===== src/rtl/bwt_pkg.sv =====
`timescale 1ns/1ps
package bwt_pkg;
   typedef enum logic [1:0] {
      ACC_NONE  = 2'd0,
      ACC_ENTRY = 2'd1,
      ACC_ASSOC = 2'd2
   } acc_kind_e;
endpackage


===== src/rtl/bwt_addr_decode.sv =====
`timescale 1ns/1ps
module bwt_addr_decode
   import bwt_pkg::*;
#(
   parameter int          ADDR_W      = 12,
   parameter int          IDX_W       = 6,
   parameter int          NUM_CLASSES = 8,
   parameter logic [11:0] BASE_ADDR   = 12'hD50,
   parameter logic [11:0] ASSOC_ADDR  = 12'hC8F
) (
   input  logic [ADDR_W-1:0] addr,
   output acc_kind_e         kind,
   output logic [IDX_W-1:0]  idx
);
   localparam logic [ADDR_W-1:0] BASE_L  = ADDR_W'(BASE_ADDR);
   localparam logic [ADDR_W-1:0] ASSOC_L = ADDR_W'(ASSOC_ADDR);

   logic [ADDR_W-1:0] off;
   assign off = addr - BASE_L;
   assign idx = off[IDX_W-1:0];

   always_comb begin
      kind = ACC_NONE;
      if ((addr >= BASE_L) && (off < ADDR_W'(NUM_CLASSES)))
         kind = ACC_ENTRY;
      else if (addr == ASSOC_L)
         kind = ACC_ASSOC;
   end
endmodule


===== src/rtl/bwt_quantizer.sv =====
`timescale 1ns/1ps
module bwt_quantizer #(
   parameter int DATA_W    = 8,
   parameter int DELAY_W   = 7,
   parameter int MAX_DELAY = 90
) (
   input  logic               linear_mode,
   input  logic [DATA_W-1:0]  raw,
   output logic [DELAY_W-1:0] snapped
);
   localparam int STEP = 100 - MAX_DELAY;

   logic [DELAY_W-1:0] clip;
   logic [DELAY_W-1:0] lin_q;
   logic [DELAY_W-1:0] pow_q;

   assign clip = (raw > DATA_W'(MAX_DELAY)) ? DELAY_W'(MAX_DELAY) : raw[DELAY_W-1:0];

   generate
      if (STEP == 1) begin : g_lin_unit
         assign lin_q = clip;
      end else begin : g_lin_step
         assign lin_q = DELAY_W'((32'(clip) / STEP) * STEP);
      end
   endgenerate

   always_comb begin
      logic seen;
      seen  = 1'b0;
      pow_q = '0;
      for (int i = DELAY_W - 1; i >= 0; i--) begin
         if (clip[i] && !seen) begin
            pow_q[i] = 1'b1;
            seen     = 1'b1;
         end
      end
   end

   assign snapped = linear_mode ? lin_q : pow_q;
endmodule


===== src/rtl/bwt_entry_bank.sv =====
`timescale 1ns/1ps
module bwt_entry_bank #(
   parameter int NUM_CLASSES = 8,
   parameter int DELAY_W     = 7,
   parameter int IDX_W       = 6
) (
   input  logic               clk,
   input  logic               rst_n,
   input  logic               wr_en,
   input  logic [IDX_W-1:0]   wr_idx,
   input  logic [DELAY_W-1:0] wr_val,
   input  logic [IDX_W-1:0]   rd_idx,
   output logic [DELAY_W-1:0] rd_val,
   input  logic [IDX_W-1:0]   sel_idx,
   output logic [DELAY_W-1:0] sel_val
);
   logic [NUM_CLASSES*DELAY_W-1:0] flat;

   generate
      for (genvar g = 0; g < NUM_CLASSES; g++) begin : g_ent
         logic [DELAY_W-1:0] q;
         always_ff @(posedge clk) begin
            if (!rst_n)
               q <= '0;
            else if (wr_en && (wr_idx == IDX_W'(g)))
               q <= wr_val;
         end
         assign flat[g*DELAY_W +: DELAY_W] = q;
      end
   endgenerate

   always_comb begin
      rd_val  = '0;
      sel_val = '0;
      for (int i = 0; i < NUM_CLASSES; i++) begin
         if (rd_idx == IDX_W'(i))
            rd_val = flat[i*DELAY_W +: DELAY_W];
         if (sel_idx == IDX_W'(i))
            sel_val = flat[i*DELAY_W +: DELAY_W];
      end
   end
endmodule


===== src/rtl/bw_throttle_table.sv =====
`timescale 1ns/1ps
module bw_throttle_table
   import bwt_pkg::*;
#(
   parameter int          NUM_CLASSES = 8,
   parameter int          MAX_DELAY   = 90,
   parameter int          ADDR_W      = 12,
   parameter int          DATA_W      = 8,
   parameter logic [11:0] BASE_ADDR   = 12'hD50,
   parameter logic [11:0] ASSOC_ADDR  = 12'hC8F,
   localparam int         DELAY_W     = $clog2(MAX_DELAY + 1)
) (
   input  logic               clk,
   input  logic               rst_n,
   input  logic               linear_mode,
   input  logic               req_valid,
   input  logic               req_write,
   input  logic [ADDR_W-1:0]  req_addr,
   input  logic [DATA_W-1:0]  req_wdata,
   output logic               rsp_valid,
   output logic [DATA_W-1:0]  rsp_rdata,
   output logic               rsp_err,
   output logic [DELAY_W-1:0] delay_out
);
   localparam int IDX_W = 6;

   generate
      if (NUM_CLASSES < 1 || NUM_CLASSES > (1 << IDX_W)) begin : g_bad_num
         $error("NUM_CLASSES must lie in 1..64");
      end
      if (MAX_DELAY < 1 || MAX_DELAY > 99) begin : g_bad_max
         $error("MAX_DELAY must lie in 1..99");
      end
      if (DATA_W < DELAY_W || DATA_W < IDX_W) begin : g_bad_data
         $error("DATA_W too narrow for delay or class fields");
      end
      if (ADDR_W > 12) begin : g_bad_addr
         $error("ADDR_W must not exceed 12");
      end
   endgenerate

   acc_kind_e          kind;
   logic [IDX_W-1:0]   idx;
   logic [DELAY_W-1:0] snapped;
   logic [DELAY_W-1:0] rd_val;
   logic [IDX_W-1:0]   assoc_q;
   logic               assoc_bad;
   logic               req_bad;
   logic               ent_we;
   logic [DATA_W-1:0]  rd_mux;

   bwt_addr_decode #(
      .ADDR_W(ADDR_W), .IDX_W(IDX_W), .NUM_CLASSES(NUM_CLASSES),
      .BASE_ADDR(BASE_ADDR), .ASSOC_ADDR(ASSOC_ADDR)
   ) u_dec (
      .addr(req_addr), .kind(kind), .idx(idx)
   );

   bwt_quantizer #(
      .DATA_W(DATA_W), .DELAY_W(DELAY_W), .MAX_DELAY(MAX_DELAY)
   ) u_quant (
      .linear_mode(linear_mode), .raw(req_wdata), .snapped(snapped)
   );

   assign ent_we = req_valid && req_write && (kind == ACC_ENTRY);

   bwt_entry_bank #(
      .NUM_CLASSES(NUM_CLASSES), .DELAY_W(DELAY_W), .IDX_W(IDX_W)
   ) u_bank (
      .clk(clk), .rst_n(rst_n),
      .wr_en(ent_we), .wr_idx(idx), .wr_val(snapped),
      .rd_idx(idx), .rd_val(rd_val),
      .sel_idx(assoc_q), .sel_val(delay_out)
   );

   assign assoc_bad = req_write && (req_wdata >= DATA_W'(NUM_CLASSES));
   assign req_bad   = (kind == ACC_NONE) || ((kind == ACC_ASSOC) && assoc_bad);

   always_ff @(posedge clk) begin
      if (!rst_n)
         assoc_q <= '0;
      else if (req_valid && req_write && (kind == ACC_ASSOC) && !assoc_bad)
         assoc_q <= req_wdata[IDX_W-1:0];
   end

   always_comb begin
      rd_mux = '0;
      if (!req_write && !req_bad) begin
         if (kind == ACC_ENTRY)
            rd_mux = DATA_W'(rd_val);
         else if (kind == ACC_ASSOC)
            rd_mux = DATA_W'(assoc_q);
      end
   end

   always_ff @(posedge clk) begin
      if (!rst_n) begin
         rsp_valid <= 1'b0;
         rsp_err   <= 1'b0;
         rsp_rdata <= '0;
      end else begin
         rsp_valid <= req_valid;
         rsp_err   <= req_valid && req_bad;
         rsp_rdata <= req_valid ? rd_mux : '0;
      end
   end
endmodule


===== config.mk =====
export PLATFORM = sky130hd
export DESIGN_NAME = bw_throttle_table
export DESIGN_NICKNAME = d
export VERILOG_FILES = /design/src/rtl/bwt_pkg.sv /design/src/rtl/bwt_addr_decode.sv /design/src/rtl/bwt_quantizer.sv /design/src/rtl/bwt_entry_bank.sv /design/src/rtl/bw_throttle_table.sv
export SDC_FILE = /design/constraint.sdc
export NUM_CORES = 1
export LEC_CHECK = 0
export BUFFER_PORTS_ARGS = -buffer_cell sky130_fd_sc_hd__buf_2
export CAP_MARGIN = 30
export CORE_UTILIZATION = 45
export DETAILED_ROUTE_END_ITERATION = 6
export PLACE_DENSITY_LB_ADDON = 0.08
export SETUP_SLACK_MARGIN = 0.3
export SYNTH_ARGS = -nofsm -noshare
export SYNTH_HDL_FRONTEND = slang
export SYNTH_SLANG_ARGS = --single-unit

===== constraint.sdc =====
create_clock -name clk -period 7.32 [get_ports clk]
set_input_delay 1.83 -clock clk [delete_from_list [all_inputs] [get_ports clk]]
set_output_delay 1.83 -clock clk [all_outputs]
set_load 0.02 [all_outputs]

=== After elaboration in Yosys (flattened, before gate mapping) ===
Index checks and enable logic that the tools add are counted.

* Register bits after elaboration: 72
* Input bits: 25
* Output and inout bits: 17
* Word-level logic and storage cells: 112

* Add/sub/neg operators: 1
* Multiply operators: 1
* Div/mod/pow operators: 1
* $lt $le $gt $ge: 4
* Equality and inequality tests: 17
* Mux-type cells: 34
* Bitwise gates (word level): 3
* Reduce and logical (&&, ||, !) cells: 38

{| class="wikitable"
|+ Operators by type and width
! cell !! count
|-
| $mux 7 || 19
|-
| $eq 6x3->1 const B || 8
|-
| $div 7x4->32 const B || 1
|-
| $mul 32x3->6 const B || 1
|-
| $eq 6x2->1 const B || 4
|-
| $logic_and 1x1->1 || 23
|-
| $eq 12x12->1 const B || 1
|-
| $eq 6x1->1 const B || 2
|-
| $ge 12x12->1 const B || 1
|-
| $logic_not 6->1 || 2
|-
| $lt 12x4->1 const B || 1
|-
| $mux 1 || 12
|-
| $sub 12x12->12 const B || 1
|-
| $logic_not 1->1 || 9
|-
| $ge 8x4->1 const B || 1
|-
| $gt 8x7->1 const B || 1
|-
| $mux 6 || 1
|-
| $mux 2 || 2
|-
| $reduce_or 4->1 || 1
|-
| $not 1->1 || 3
|-
| $reduce_and 3->1 || 1
|-
| $eq 2x1->1 const B || 1
|-
| $eq 2x2->1 const B || 1
|-
| $logic_not 2->1 || 1
|-
| $logic_or 1x1->1 || 1
|}

=== Longest topological paths before layout ===
Gate-level depths: netlist (run 1).

* Depth in word-level cells: 22
* Depth in mapped cells: 18
* Depth with buffers taken out: 17

=== By module ===
A second synthesis (run 1) with hierarchy kept.

* Cells, all modules: 460
* Area, all modules: 4566.9 um^2

{| class="wikitable"
|+ By module, submodules not included
! module !! times used !! cells each !! area an instance (um^2) !! seq. area each (um^2)
|-
| bwt_entry_bank || 1 || 301 || 3196.8 || 1121.1
|-
| bwt_quantizer || 1 || 89 || 673.1 || 0.0
|-
| bw_throttle_table || 1 || 50 || 543.0 || 300.3
|-
| bwt_addr_decode || 1 || 20 || 153.9 || 0.0
|}

=== Worst setup path before layout (run 1) ===
Ideal clock, no wire load.

* Path kind: input to register
* Start: input port req_wdata[6]
* End: register u_bank.g_ent[1].q[6]
* Setup time: 0.116 ns
* Arrival: 5.218 ns
* Data required time: 7.204 ns
* Slack: 1.986 ns
* Cell stages on the path: 18
* Path buffers: 1
* Cell sequence: buf_2 > a21oi_1 > nand2b_1 > ha_1 > inv_1 > a2111oi_4 > a21o_1 > nor3_1 > a311oi_1 > o32a_4 > inv_1 > ha_1 > ha_1 > fa_1 > xor2_1 > a21oi_1 > nand2_1 > o211a_1

* Longest elaborated chain between the ends: 5
* Elaborated cells between the ends (all ways): 6
* Classes of those cells: 1 x mul; 1 x div; 1 x order compare; 3 x mux

{| class="wikitable"
|+ Ends and longest elaborated chain
! what !! RTL line !! source
|-
| start, declared || bw_throttle_table.sv:19 || <nowiki>input logic [DATA_W-1:0] req_wdata,</nowiki>
|-
| $gt 8x7->1 || bwt_quantizer.sv:17 || <nowiki>assign clip = (raw > DATA_W'(MAX_DELAY)) ? DELAY_W'(MAX_DELAY) : raw[DELAY_W-1:0];</nowiki>
|-
| $mux 7 * || bwt_quantizer.sv:17 ||
|-
| $div 7x4->32 || bwt_quantizer.sv:23 || <nowiki>assign lin_q = DELAY_W'((32'(clip) / STEP) * STEP);</nowiki>
|-
| $mul 32x3->6 || bwt_quantizer.sv:23 ||
|-
| $mux 7 * || bwt_quantizer.sv:39 || <nowiki>assign snapped = linear_mode ? lin_q : pow_q;</nowiki>
|-
| end signal, assigned || bwt_entry_bank.sv:26 || <nowiki>q <= wr_val;</nowiki>
|-
| end, declared || bwt_entry_bank.sv:21 || <nowiki>logic [DELAY_W-1:0] q;</nowiki>
|}

Mark *: on every way between the ends. The rest lies on a longest branch, timed or not.
A chain may end at the register's enable or synchronous reset.

=== Worst setup path in the final report (run 1) ===
* Start: input port req_wdata[5]
* End: register u_bank.g_ent[3].q[6]

* Longest elaborated chain between the ends: 5
* Elaborated cells between the ends (all ways): 6
* Classes of those cells: 1 x mul; 1 x div; 1 x order compare; 3 x mux

{| class="wikitable"
|+ Ends and longest elaborated chain
! what !! RTL line
|-
| $gt 8x7->1 || bwt_quantizer.sv:17
|-
| $mux 7 * || bwt_quantizer.sv:17
|-
| $div 7x4->32 || bwt_quantizer.sv:23
|-
| $mul 32x3->6 || bwt_quantizer.sv:23
|-
| $mux 7 * || bwt_quantizer.sv:39
|-
| end signal, assigned || bwt_entry_bank.sv:26
|-
| end, declared || bwt_entry_bank.sv:21
|}

Marked as above.

==> results of run 1 <==
[flip-flops by register name, summed over array words and instances (netlist names)]
| name | count |
|---|---|
| u_bank.g_ent.q | 56 |
| assoc_q | 6 |
| rsp_rdata | 7 |
| rsp_valid | 1 |
| rsp_err | 1 |
[final cells by class]
| class | count | area (sq um) |
|---|---|---|
| Fill cell | 885 | 4440 |
| Multi-Input combinational cell | 371 | 2660 |
| Sequential cell | 71 | 1420 |
| Timing Repair Buffer | 50 | 283 |
| Tap cell | 129 | 161 |
| Clock buffer | 10 | 128 |
| Clock inverter | 6 | 93.8 |
| Inverter | 14 | 55.1 |
[stage by stage]
step / setup WS, ns / power (mW)
after floorplan: 1.99 / 0.474
after global placement: 1.42 / 0.505
after detailed placement: 1.42 / 0.505
after CTS: 1.78 / 0.858
after global routing: 1.34 / 0.888
final: 1.72 / 0.852
[worst max-delay path, delay by kind of cell]
kind            cells  cell delay [ns]
buf+inv             3             0.31
compound gates      5             1.42
fa+ha+maj           4             1.04
xor+xnor            1             0.17
simple gates        5             1.06
[kinds of logic after synthesis]
family	synth area share, %
fa+ha+maj	1.92
compound gates	26.2
flops	33.1
buf+inv	5.41
other cells	0.0872
xor+xnor	0.204
mux	12.7
simple gates	20.4
[metal layers]
metal  up-vias  GRT usage [%]  wire length, microns  share of wire (%)
met5         -              0                     0                  0
met4         0           8.71                   219                1.8
met3        16           4.78                   734                6.0
met2       141           41.8                  5750                 47
met1      1827           32.8                  5430                 45
li1       1863              -                     -                  -
[final timing paths]
kind / from / endpoint / slack [ns] / cells after the start
max: req_wdata[5] / u_bank.g_ent[3].q[6]$_SDFFE_PN0P_ / 1.72 / 18
min: u_bank.g_ent[0].q[0]$_SDFFE_PN0P_ / u_bank.g_ent[0].q[0]$_SDFFE_PN0P_ / 0.50 / 2
max reg2reg: u_bank.g_ent[3].q[2]$_SDFFE_PN0P_ / rsp_rdata[2]$_SDFF_PN0_ / 5.71 / 7
min reg2reg: u_bank.g_ent[0].q[0]$_SDFFE_PN0P_ / u_bank.g_ent[0].q[0]$_SDFFE_PN0P_ / 0.50 / 2
[report_power, final]
part / switching [mW] / internal (mW)
logic: 0.0738 / 0.0361
registers: 0.000120 / 0.386
clock network: 0.162 / 0.194
[cell usage in the layout, fill, tap and decap left out, drive strengths merged, types with 7 or more instances in the layout]
master and instances:
clkbuf 10, o21ai 32, dfxtp 71, nor2b 7
nor2 32, a21oi 39, mux2i 12, nand3 14
mux4 17, a31oi 10, buf 50, nor3 7
o211a 33, nand2 80, inv 15
==> summary.txt, run 1 <==
Outcome
  – Outcome: complete, no violations

Layout
  – Post-Layout Cell Count: around 650
  – Area Growth Syn to Fin: 11.6%
  – Share of layout cells above drive strength 1: 20.3%
  – Ant. Diodes: 0
  – Final Util: 51.9%
  – Design Area, Final: between 4000 and 5000 sq um
  – Nets: around 550

Clock network
  – CTS tree: done
  – PostCTS Resize Cnt: 0
  – Post-CTS Setup Bufs: 0
  – Max clock buf depth: 2
  – Post-CTS Hold Buffers: 0
  – H-tree levels: 3
  – Skew-Pair Late Insertion Delay: roughly 0.36 ns
  – Clk sink count: 71
  – CTS clock-pin slew for the worst setup and hold paths: approximately 0.080 ns
  – CTS Buf Count: 9
  – CTS root buffer: clkbuf_8

STA
  – RSZ-0062 raised after global routing: false
  – Worst Skew: 0.00634 ns
  – Final Hold Viols: 0
  – Fin crit period: between 5 and 6 ns
  – Final period util: between 70% and 80%
  – Fin. max-slew vios: 0
  – Max_slew headroom: 35.8%
  – FMAX: between 150 and 200 MHz
  – Sum Neg Setup Slack: 0 ns
  – Worst Tran Pin Value: ~0.96 ns
  – Worst hold slack: between 0.4 and 0.5 ns
  – Finish-stage setup viols: 0

Placed design
  – I/O Buffers: 40
  – Placed inst area: 4580 sq um
  – Routability Congestion: between 0.8 and 0.9
  – Detailed placement HPWL: 8.31 mm
  – Dpl cells: between 600 and 700

Floorplan
  – FP Rows: 35
  – DIE WIDTH: 99.7 microns
  – Ports: 42
  – Chip Height: 99.7 microns
  – Starting density of the core: between 40 and 50%
  – Core area: between 9000 and 10,000 sq um
  – Die area: 9950 sq um

Worst setup path
  – Worst setup SP type: primary input
  – Setup crit end kind: flop
  – Crit path largest cell delay: around 0.56 ns
  – Crit-path cells: buf_2 > nor3_4 > inv_4 > ha_1 > and2b_1 > nand2_1 > a221oi_1 > a211oi_1 > nor3_1 > o32a_4 > inv_1 > ha_1 > ha_1 > fa_1 > xor2_1 > a21oi_1 > nand2_1 > o211a_1
  – CP Data Required Time: 7.57 ns
  – Arr. time, crit path: 5.85 ns
  – Most used cell, CP: ha_1
  – Crit-path max FO: 11
  – Slowest-stage cell, CP: a21oi_1
  – Crit path kind: in -> reg

GRT
  – GRT overflow: 0
  – Initial antenna violation count: 0
  – Number of global-route vias before repair: roughly 3,500
  – Largest net degree at the start of global routing: 70
  – First-pass GRT wire length: about 19 mm
  – Tot GR Track Use: 25.2%

Power
  – Pwr Density: roughly 180 nW/um^2
  – Worst VDD drop: between 100 and 150 uV
  – Static leakage: between 2 and 2.5 nW

Synthesis
  – Synth top area cells: dfxtp_1 33%, mux4_2 8.9%, o211a_1 7.7%
  – Seq/Total Area, Yosys: roughly 33%
  – Most common cell in the synthesized netlist: nand2_1
  – Syn Inst Count: between 400 and 500
  – Mean Syn Cell Area: 8.70 sq um
  – Distinct cell type count after synthesis: 65
  – EDFF count, synth: 0
  – Seq cells post-synth: 71
  – Synth top cells by count: 80 x nand2_1, 71 x dfxtp_1, 38 x a21oi_1
  – Mapped Nets: between 500 and 600
  – Ys flop type: dfxtp_1
  – Synth Warn #: 0
  – Area leader, netlist: dfxtp_1
  – Synth async-reset ratio: 0%
  – Synth top area share: between 30 and 40%
  – Mapped Area: 4300 sq um

Detailed routing
  – Via Count: 3,847
  – Initial DRC Count: ~270
  – Routed Antenna Nets: 0
  – Drt pass-1 iters: 5
  – Post-DR wirelength/cell: around 19 microns
  – Vias per cell: about 5.9
  – DRC Markers: 0
  – Post-Route WL: around 12 mm

Min path
  – Worst min path class: reg -> reg

Run
  – Max Cap Viol: 0
(Power assumes the default switching activity.)
==> run 2, diff against run 1 <==
- clock period: 7.32 -> 5.75 ns (I/O delays scaled with it)
==> summary.txt, run 2 (synthesis results as in run 1) <==
STA
  – Final period util: between 80% and 90%
  – FMAX: a little under 200 MHz
  – Worst Skew: 0.00818 ns (+0.00184 ns)
  – Fin. max-slew vios: 0 (unchanged)
  – RSZ-0062 raised after global routing: false
  – Fin crit period: a little over 5 ns
  – Max_slew headroom: 31.8% (-4.0 points)
  – Worst Tran Pin Value: 1.02 ns (+0.0584 ns)
  – Min setup slack post-route: 0.646 ns (-1.08 ns)
  – Final Hold Viols: 0 (unchanged)
  – Finish-stage setup viols: 0 (unchanged)
  – Sum Neg Setup Slack: 0 ns (unchanged)

GRT
  – Largest net degree at the start of global routing: 47 (-33%)
  – First-pass GRT wire length: 19.5 mm (+2.7%)
  – Number of global-route vias before repair: 3,779 (+7.1%)
  – Initial antenna violation count: 0 (unchanged)
  – GRT overflow: 0 (unchanged)
  – Tot GR Track Use: 25.7% (+0.47 points)

Placed design
  – I/O Buffers: 40 (unchanged)
  – Detailed placement HPWL: 8.39 mm (+0.92%)
  – Pre-CTS WS: 0.369 ns (-1.05 ns)
  – Routability Congestion: 0.830 (-6.5%)

Worst setup path
  – Crit-path max FO: 11 (unchanged)
  – Setup crit end kind: flop
  – Most used cell, CP: ha_1
  – Arr. time, crit path: 5.34 ns (-0.51 ns)
  – Crit-path cells: buf_2 > nor3_4 > inv_4 > ha_1 > and2b_1 > nand2_1 > a221oi_1 > a211oi_1 > nor3_1 > o32a_4 > inv_1 > ha_1 > ha_1 > fa_1 > a21oi_1 > nand2_1 > o211a_1
  – CP Data Required Time: 5.98 ns (-1.59 ns)
  – Worst setup SP type: primary input
  – Slowest-stage cell, CP: a21oi_1
  – Crit path kind: in -> reg
  – Crit path largest cell delay: 0.50 ns (-0.06 ns)

Floorplan
  – Ports: 42 (unchanged)
  – Starting density of the core: 46.5% (unchanged)
  – Core area: 9240 sq um (unchanged)
  – Die area: 9950 sq um (unchanged)
  – FP Rows: 35 (unchanged)
  – DIE WIDTH: 99.7 microns (unchanged)
  – Chip Height: 99.7 microns (unchanged)

Clock network
  – CTS clock-pin slew for the worst setup and hold paths: 0.07 ns (about the same)
  – CTS root buffer: clkbuf_8
  – Clk sink count: 71 (unchanged)
  – Skew-Pair Late Insertion Delay: 0.34 ns (-0.02 ns)
  – Post-CTS Setup Bufs: 0 (unchanged)
  – H-tree levels: 3 (unchanged)
  – Post-CTS Hold Buffers: 0 (unchanged)
  – CTS tree: done
  – Max clock buf depth: 2 (unchanged)
  – PostCTS Resize Cnt: 0 (unchanged)
  – CTS Buf Count: 9 (unchanged)

Power
  – Power share of the clock group: 35.4% (-6.4 points)
  – Pwr Density: 208 nW/um^2 (+17%)
  – Int Power: 0.709 mW (+15%)
  – Reg power frac: 49.8% (+4.4 points)
  – Sw Ratio: 28.2% (+0.60 points)
  – Static leakage: 2.15 nW (-0.96%)
  – Gate power share: 14.7% (+1.8 points)
  – Sw power: 0.279 mW (+18%)
  – Worst VDD drop: 107 uV (-15%)

Detailed routing
  – Via Count: 3,890 (+1.1%)
  – Vias per cell: 5.97 (+0.96%)
  – DRC Markers: 0 (unchanged)
  – Post-Route WL: 12.1 mm (about the same)
  – Post-DR wirelength/cell: 18.6 microns (-0.23%)
  – Routed Antenna Nets: 0 (unchanged)
  – Initial DRC Count: 254 (-7.0%)
  – Drt pass-1 iters: 4 (-1)

Layout
  – Nets: 550 (+0.36%)
  – Area Growth Syn to Fin: 10.6%
  – Reg with most FFs: u_bank.g_ent.q
  – Fill count: 891 (+0.68%)
  – Share of layout cells above drive strength 1: 20.3% (-0.039 points)
  – Max FFs per register: 56 (unchanged)
  – Commonest non-fill, non-tap cell in the layout: nand2_1
  – Leading registers by flop count: u_bank.g_ent.q x56, rsp_rdata x7, assoc_q x6
  – Most frequent cells in the layout: 80 x nand2_1, 71 x dfxtp_1, 40 x buf_2
  – Ant. Diodes: 0 (unchanged)

Min path
  – Worst min path class: reg -> reg

Outcome
  – Outcome: complete, no violations

Run
  – Max Cap Viol: 0 (unchanged)
[run 2: cell count changes in the layout (fill, tap and decap cells not counted), sizes merged]
| cell | previous run | this run |
|---|---|---|
| buf | 50 | 52 |
| bufinv | 2 | 0 |
| clkbuf | 10 | 12 |
| clkinv | 2 | 1 |
| clkinvlp | 1 | 2 |
| inv | 15 | 14 |
[run 2: worst paths after layout]
kind / start / to / slack (ns) / cells after the start
min reg2reg: u_bank.g_ent[0].q[0]$_SDFFE_PN0P_ / u_bank.g_ent[0].q[0]$_SDFFE_PN0P_ / 0.48 / 2
max reg2reg: u_bank.g_ent[3].q[2]$_SDFFE_PN0P_ / rsp_rdata[2]$_SDFF_PN0_ / 4.09 / 7
max: req_wdata[5] / u_bank.g_ent[7].q[5]$_SDFFE_PN0P_ / 0.65 / 17
min: u_bank.g_ent[0].q[0]$_SDFFE_PN0P_ / u_bank.g_ent[0].q[0]$_SDFFE_PN0P_ / 0.48 / 2
[run 2: final cells by class]
type	count	area [sq um]	area share, %
Timing Repair Buffer	52	294	6.19
Sequential cell	71	1420	29.9
Inverter	14	55.1	1.16
Tap cell	129	161	3.40
Multi-Input combinational cell	371	2660	55.9
Clock buffer	12	145	3.05
Clock inverter	3	20.0	0.421
[run 2: power groups by stage]
stage	Clock [mW]	Sequential (mW)	Combinational, mW
after detailed placement	0	0.504	0.144
after floorplan	0	0.505	0.0981
after global placement	0	0.504	0.143
after CTS	0.358	0.492	0.145
final	0.350	0.492	0.145
after global routing	0.380	0.492	0.159
[run 2: per-stage QoR]
stage	cell area [sq um]	power, mW	std cells	utilization, %	hold slack, ns
floorplan	4300	0.603	494	-	0.448
global placement	4580	0.646	636	49.5	0.461
CTS	4750	0.995	652	51.4	0.486
global route	4750	1.03	652	51.4	0.506
detailed placement	4590	0.647	637	49.7	0.475
finish	4750	0.988	652	51.4	0.485
[run 2: layer usage]
metal  wire, microns  up-vias  GRT usage [%]
met2            5550      120           41.6
li1                -     1874              -
met4             234        0           8.71
met3             623       19           4.99
met1            5720     1877           34.2
met5               0        -              0
[run 2: critical path: cells and delay by family]
family                   cells  cell delay (ns)
AO/OA/AOI/OAI                5             1.39
adder cells (fa/ha/maj)      4             1.11
AND/OR/NAND/NOR              5             1.08
buffers and inverters        3             0.31
